File: config.mk
export PLATFORM = sky130hd
export DESIGN_NAME = boot_strap_ctl
export DESIGN_NICKNAME = d
export VERILOG_FILES = /design/src/rtl/boot_strap_ctl.sv
export SDC_FILE = /design/constraint.sdc
export NUM_CORES = 1
export LEC_CHECK = 0
export ABC_CLOCK_PERIOD_IN_PS = 3990
export CORE_UTILIZATION = 40
export CTS_CLUSTER_SIZE = 8
export DETAILED_ROUTE_END_ITERATION = 8
export PLACE_DENSITY_LB_ADDON = 0.3
export SLEW_MARGIN = 20
export SYNTH_ARGS = -nofsm -noshare
export SYNTH_HDL_FRONTEND = slang
export SYNTH_SLANG_ARGS = --single-unit
File: constraint.sdc
create_clock -name clk -period 3.99 [get_ports clk]
set_input_delay 0.5985 -clock clk [delete_from_list [all_inputs] [get_ports clk]]
set_output_delay 0.5985 -clock clk [all_outputs]
set_load 0.02 [all_outputs]
File: src/rtl/boot_strap_ctl.sv
module boot_strap_ctl #(
  parameter int STRAP_W = 8,
  parameter int ID_W = 16,
  parameter logic [ID_W-1:0] SUBSYS_DEF = 16'h1234,
  parameter logic [ID_W-1:0] VENDOR_DEF = 16'h5678
) (
  input  logic               clk,
  input  logic               rst_n,
  input  logic [STRAP_W-1:0] strap_pins,
  output logic [STRAP_W-1:0] mode_code,
  output logic [3:0]         boot_sel,
  output logic               wide_bus,
  output logic               i2c_fast,
  output logic               reserved_err,
  output logic               captured,
  output logic               gpio_own,
  output logic [ID_W-1:0]    subsys_id,
  output logic [ID_W-1:0]    vendor_id
);
  logic [STRAP_W-1:0] sync1, sync2, code_q;
  logic               cap_q, gpio_q, upper_set, valid;
  logic [2:0]         low;

  always_ff @(posedge clk) begin
    sync1 <= strap_pins;
    sync2 <= sync1;
  end

  always_ff @(posedge clk or negedge rst_n) begin
    if (!rst_n) begin
      cap_q  <= 1'b0;
      gpio_q <= 1'b0;
      code_q <= '0;
    end else begin
      if (!cap_q) begin
        cap_q  <= 1'b1;
        code_q <= sync2;
      end
      gpio_q <= cap_q;
    end
  end

  generate
    if (STRAP_W > 3) begin : g_upper
      assign upper_set = |code_q[STRAP_W-1:3];
    end else begin : g_no_upper
      assign upper_set = 1'b0;
    end
  endgenerate

  assign low          = code_q[2:0];
  assign valid        = cap_q & ~upper_set;
  assign boot_sel     = valid ? {low[1:0] == 2'b11, low[1:0] == 2'b10,
                                 low[1:0] == 2'b01, low[1:0] == 2'b00} : 4'b0000;
  assign wide_bus     = (boot_sel[0] | boot_sel[1]) & low[2];
  assign i2c_fast     = boot_sel[3] & low[2];
  assign reserved_err = cap_q & upper_set;
  assign mode_code    = code_q;
  assign captured     = cap_q;
  assign gpio_own     = gpio_q;
  assign subsys_id    = boot_sel[2] ? SUBSYS_DEF : '0;
  assign vendor_id    = boot_sel[2] ? VENDOR_DEF : '0;
endmodule


==> Word level (Yosys, flattened, before mapping) <==
Cells that the tools add are included.
{ "op_classes": {"bitwise_logic": 6, "muxes": 3, "n_reduce_logical": 2, "eq_ne": 3} }
{ "ops": {"columns": ["op", "n"], "rows": [
  ["$mux 15", 1],
  ["$mux 13", 1],
  ["$reduce_or 5->1", 1],
  ["$and 1x1->1", 4],
  ["$eq 2x2->1 const B", 2],
  ["$mux 4", 1],
  ["$eq 2x1->1 const B", 1],
  ["$logic_not 2->1", 1],
  ["$not 1->1", 1],
  ["$or 1x1->1", 1]
]} }
{ "word_totals": {"out_inout_bits": 49, "inputBits": 10, "wordCells": 19, "regBits": 26} }

==> Longest topological paths before layout <==
{ "logic_depth": {"depth_word": 6, "mapped_depth": 4, "mapped_depth_nobuf": 2} }

==> Worst setup path after synthesis <==
Ideal clock, no wire load.
{ "synth_path": {"kind": "register to output", "from": "register code_q[6] (netlist: mode_code[6])", "to": "output subsys_id[12]", "t_arrival_ns": 3.029, "stages_incl_launch_ff": 5, "path_slack_ns": 0.362, "required_ns": 3.391, "cell_sequence": "dfrtp_1 -> or4_1 -> buf_6 -> nor4_1 -> buf_4"} }
{ "synth_between": {"elab_chain_len": 5} }
{ "synth_lines": {"columns": ["element", "line", "text"], "rows": [
  ["start: declaration", "20", "logic [STRAP_W-1:0] sync1, sync2, code_q;"],
  ["start signal: assignment", "37", "code_q <= sync2;"],
  ["$reduce_or 5->1", "45", "assign upper_set = |code_q[STRAP_W-1:3];"],
  ["$not 1->1", "52", "assign valid = cap_q & ~upper_set;"],
  ["$and 1x1->1", "52", null],
  ["$mux 4", "53", "assign boot_sel = valid ? {low[1:0] == 2'b11, low[1:0] == 2'b10,"],
  ["via boot_sel[2]", "11", "output logic [3:0] boot_sel,"],
  ["$mux 13", "61", "assign subsys_id = boot_sel[2] ? SUBSYS_DEF : '0;"],
  ["end: declaration", "17", "output logic [ID_W-1:0] subsys_id,"]
]} }
The timed path passes the listed nets, and every way through them passes these cells.

==> Worst setup path after layout <==
{ "layout_path": {"from": "register code_q[6] (netlist: mode_code[6])", "to": "output vendor_id[6]"} }
{ "layout_between": {"elab_chain_len": 5} }
{ "layout_lines": {"columns": ["element", "line", "text"], "rows": [
  ["$reduce_or 5->1", "45", null],
  ["$not 1->1", "52", null],
  ["$and 1x1->1", "52", null],
  ["$mux 4", "53", null],
  ["$mux 15", "62", "assign vendor_id = boot_sel[2] ? VENDOR_DEF : '0;"],
  ["end: declaration", "18", "output logic [ID_W-1:0] vendor_id"]
]} }
No other way between the ends.

==> run metrics <==
PwrDens 405 nW/um2; CTS clk-pin slew, worst paths 0.13 ns; final hold violations 0; Setup Skew 0.00527 ns; Final Max Tran Viols 0; Sw Ratio 0.240; outcome complete, no violations; minimum clock period 3.15 ns; period utilization 0.789; Die ar. 2830 um2; initial antenna violation count 0; grt total ovfl 0; max incr delay on CP 0.75 ns; critical path's slowest cell or4_1; Clock power frac 0.318; VDD IR max 279 uV; post-cts resize count 0; deepest clock path buffer count 2; ANT nets after route 0; Synth async-reset ratio 0.385; cell row count 18; Buf+Inv Stages, Crit Path 2; ANT cells 0; Distinct cells, synth 17; crit-path cells or4_1 -> nor4_2 -> buf_4 -> clkdlybuf4s50_1; layout cells sized above 1 0.164; Post-Synthesis Cells 83; height of the die 53.2 um; total power 0.000547 W; fmax 0.318 GHz; worst-path fanout max 14; Flop pwr share 0.537; Yosys Warn Count 0; global-route wire length before repair 2.12 mm; Hold Path Class flop to flop; Die Width 53.2 um; nets 121; Comb pwr share 0.145; EDFF count, synth 0; Layout area overhead 28.9%; vias in the first global route 474; setup_tns 0 ns; FF+latch count, synth 26; Avg Vias per Cell 4.09; CP Class flop to output pin; Port Buffers 39; GP Congestion 0.671; global route hottest layer met2; CTS Buf Count 3; post-CTS setup buffer count 0; synthesized area 1050 um2; Yosys top cell area share 0.306; dpl hpwl 1.05 mm; Wirelength per Cell 9.85 um; sw power 0.000131 W; Top FF cell, synth dfxtp_1; dpl cell area 1300 um2; Synth top cells by count buf_4 (32), dfxtp_1 (16), dfrtp_1 (10), mux2_2 (7); met1 Usage GRT 0.127; Internal 0.000416 W; top post-synthesis cells by area dfxtp_1 (31%), dfrtp_1 (24%), buf_4 (23%), mux2_2 (7.5%), nor4b_4 (4.5%); final non-filler cell area 1350 um2; root buffer cell clkbuf_4; via count 573; number of buffers inserted by hold repair at cts 0; clock latency on the worst-skew pair 0.32 ns; Pleak 0.556 nW; met2 Resource Use GR 0.167; Initial Utilization 0.423; Post-Syn Area per Cell 12.6 um2; clk sink count 26; core area 2480 um2; Max Cap Viol 0; Worst EP arrival 2.55 ns; maximum number of pins on one net before global-route repair 16; final number of setup-violating endpoints 0; Pre-Repair DR Iteration Count 1; met3 GRT Util 0.0287; largest area contributor in the netlist dfxtp_1; RSZ-0062 raised after global routing no; Tot GR Track Use 0.109; Worst setup EP type output pin; drt drc 0; hold_ws 0.342 ns; CTS tree done; # IOs 59; register area share after synthesis 0.545; # H-tree levels 1; cell family with most CP delay simple AND/OR/NAND/NOR gates; most numerous cell in the Yosys netlist buf_4; Routed WL 1.38 mm; Required @ worst endpoint 3.39 ns; Startpoint Class flop; initial drt markers 0
-- metrics by stage --
step / setup slack, ns / std cells / utilization
2_1_floorplan: 0.362 / 101 / -
3_3_place_gp: 1.25 / 136 / 0.524
3_5_place_dp: 1.18 / 136 / 0.524
4_1_cts: 0.797 / 140 / 0.545
5_1_grt: 0.714 / 140 / 0.545
6_report: 0.842 / 140 / 0.545
-- state kept, by name, summed over array words and instances, names as in the netlist --
| register | count |
|---|---|
| mode_code | 8 |
| gpio_own | 1 |
| captured | 1 |
| sync2 | 8 |
| sync1 | 8 |
-- path summary, 6_finish.rpt --
path                                   start            to  slack, ns  cells after the start
worst max-delay path            mode_code[6]  vendor_id[6]       0.84                      4
worst min-delay path                sync1[0]      sync2[0]       0.34                      0
worst max register to register      captured  mode_code[5]       2.87                      1
worst min register to register      sync1[0]      sync2[0]       0.34                      0
max in group asynchronous              rst_n  mode_code[2]       3.11                      1
min in group asynchronous              rst_n  mode_code[7]       0.58                      1
-- cell usage in the layout, fill, tap and decap left out, drive strengths merged --
| master | instances |
|---|---|
| clkdlybuf4s50 | 39 |
| conb | 20 |
| dfxtp | 16 |
| dfrtp | 10 |
| mux2 | 7 |
| nor4 | 3 |
| clkbuf | 3 |
| nor4b | 3 |
| nand2 | 2 |
| or4 | 1 |
| nand2b | 1 |
| o21a | 1 |
| inv | 1 |
| o21ai | 1 |
| bufinv | 1 |
| buf | 1 |
-- power groups by stage --
stage,combinational (W),clock (W),sequential (W)
finish,0.0000793,0.000174,0.000294
global route,0.0000855,0.000190,0.000297
CTS,0.0000798,0.000181,0.000294
detailed placement,0.0000796,0,0.000300
global placement,0.0000791,0,0.000299
floorplan,0.0000553,0,0.000303
-- layout make-up --
class                           count  area [um2]
Clock buffer                        3        22.5
Fill cell                         211        1130
Tap cell                           30        37.5
Timing Repair Buffer               40         398
Sequential cell                    26         571
Inverter                            1        3.75
Multi-Input combinational cell     39         288
Clock inverter                      1        30.0
-- layer usage --
metal	vias up	wire length, um
li1	270	-
met1	252	565
met2	47	628
met3	4	158
met4	0	27
met5	-	0
-- cell families (layout without fill, tap and decap cells) --
| family | after synthesis | count (layout) | share of synthesized area |
|---|---|---|---|
| flip-flops | 26 | 26 | 0.545 |
| AO/OA/AOI/OAI | 2 | 2 | 0.0119 |
| other | 2 | 20 | 0.00717 |
| AND/OR/NAND/NOR | 10 | 10 | 0.110 |
| multiplexers | 7 | 7 | 0.0753 |
| buffers and inverters | 36 | 45 | 0.251 |
No activity file was read; power rests on OpenSTA's default activity.
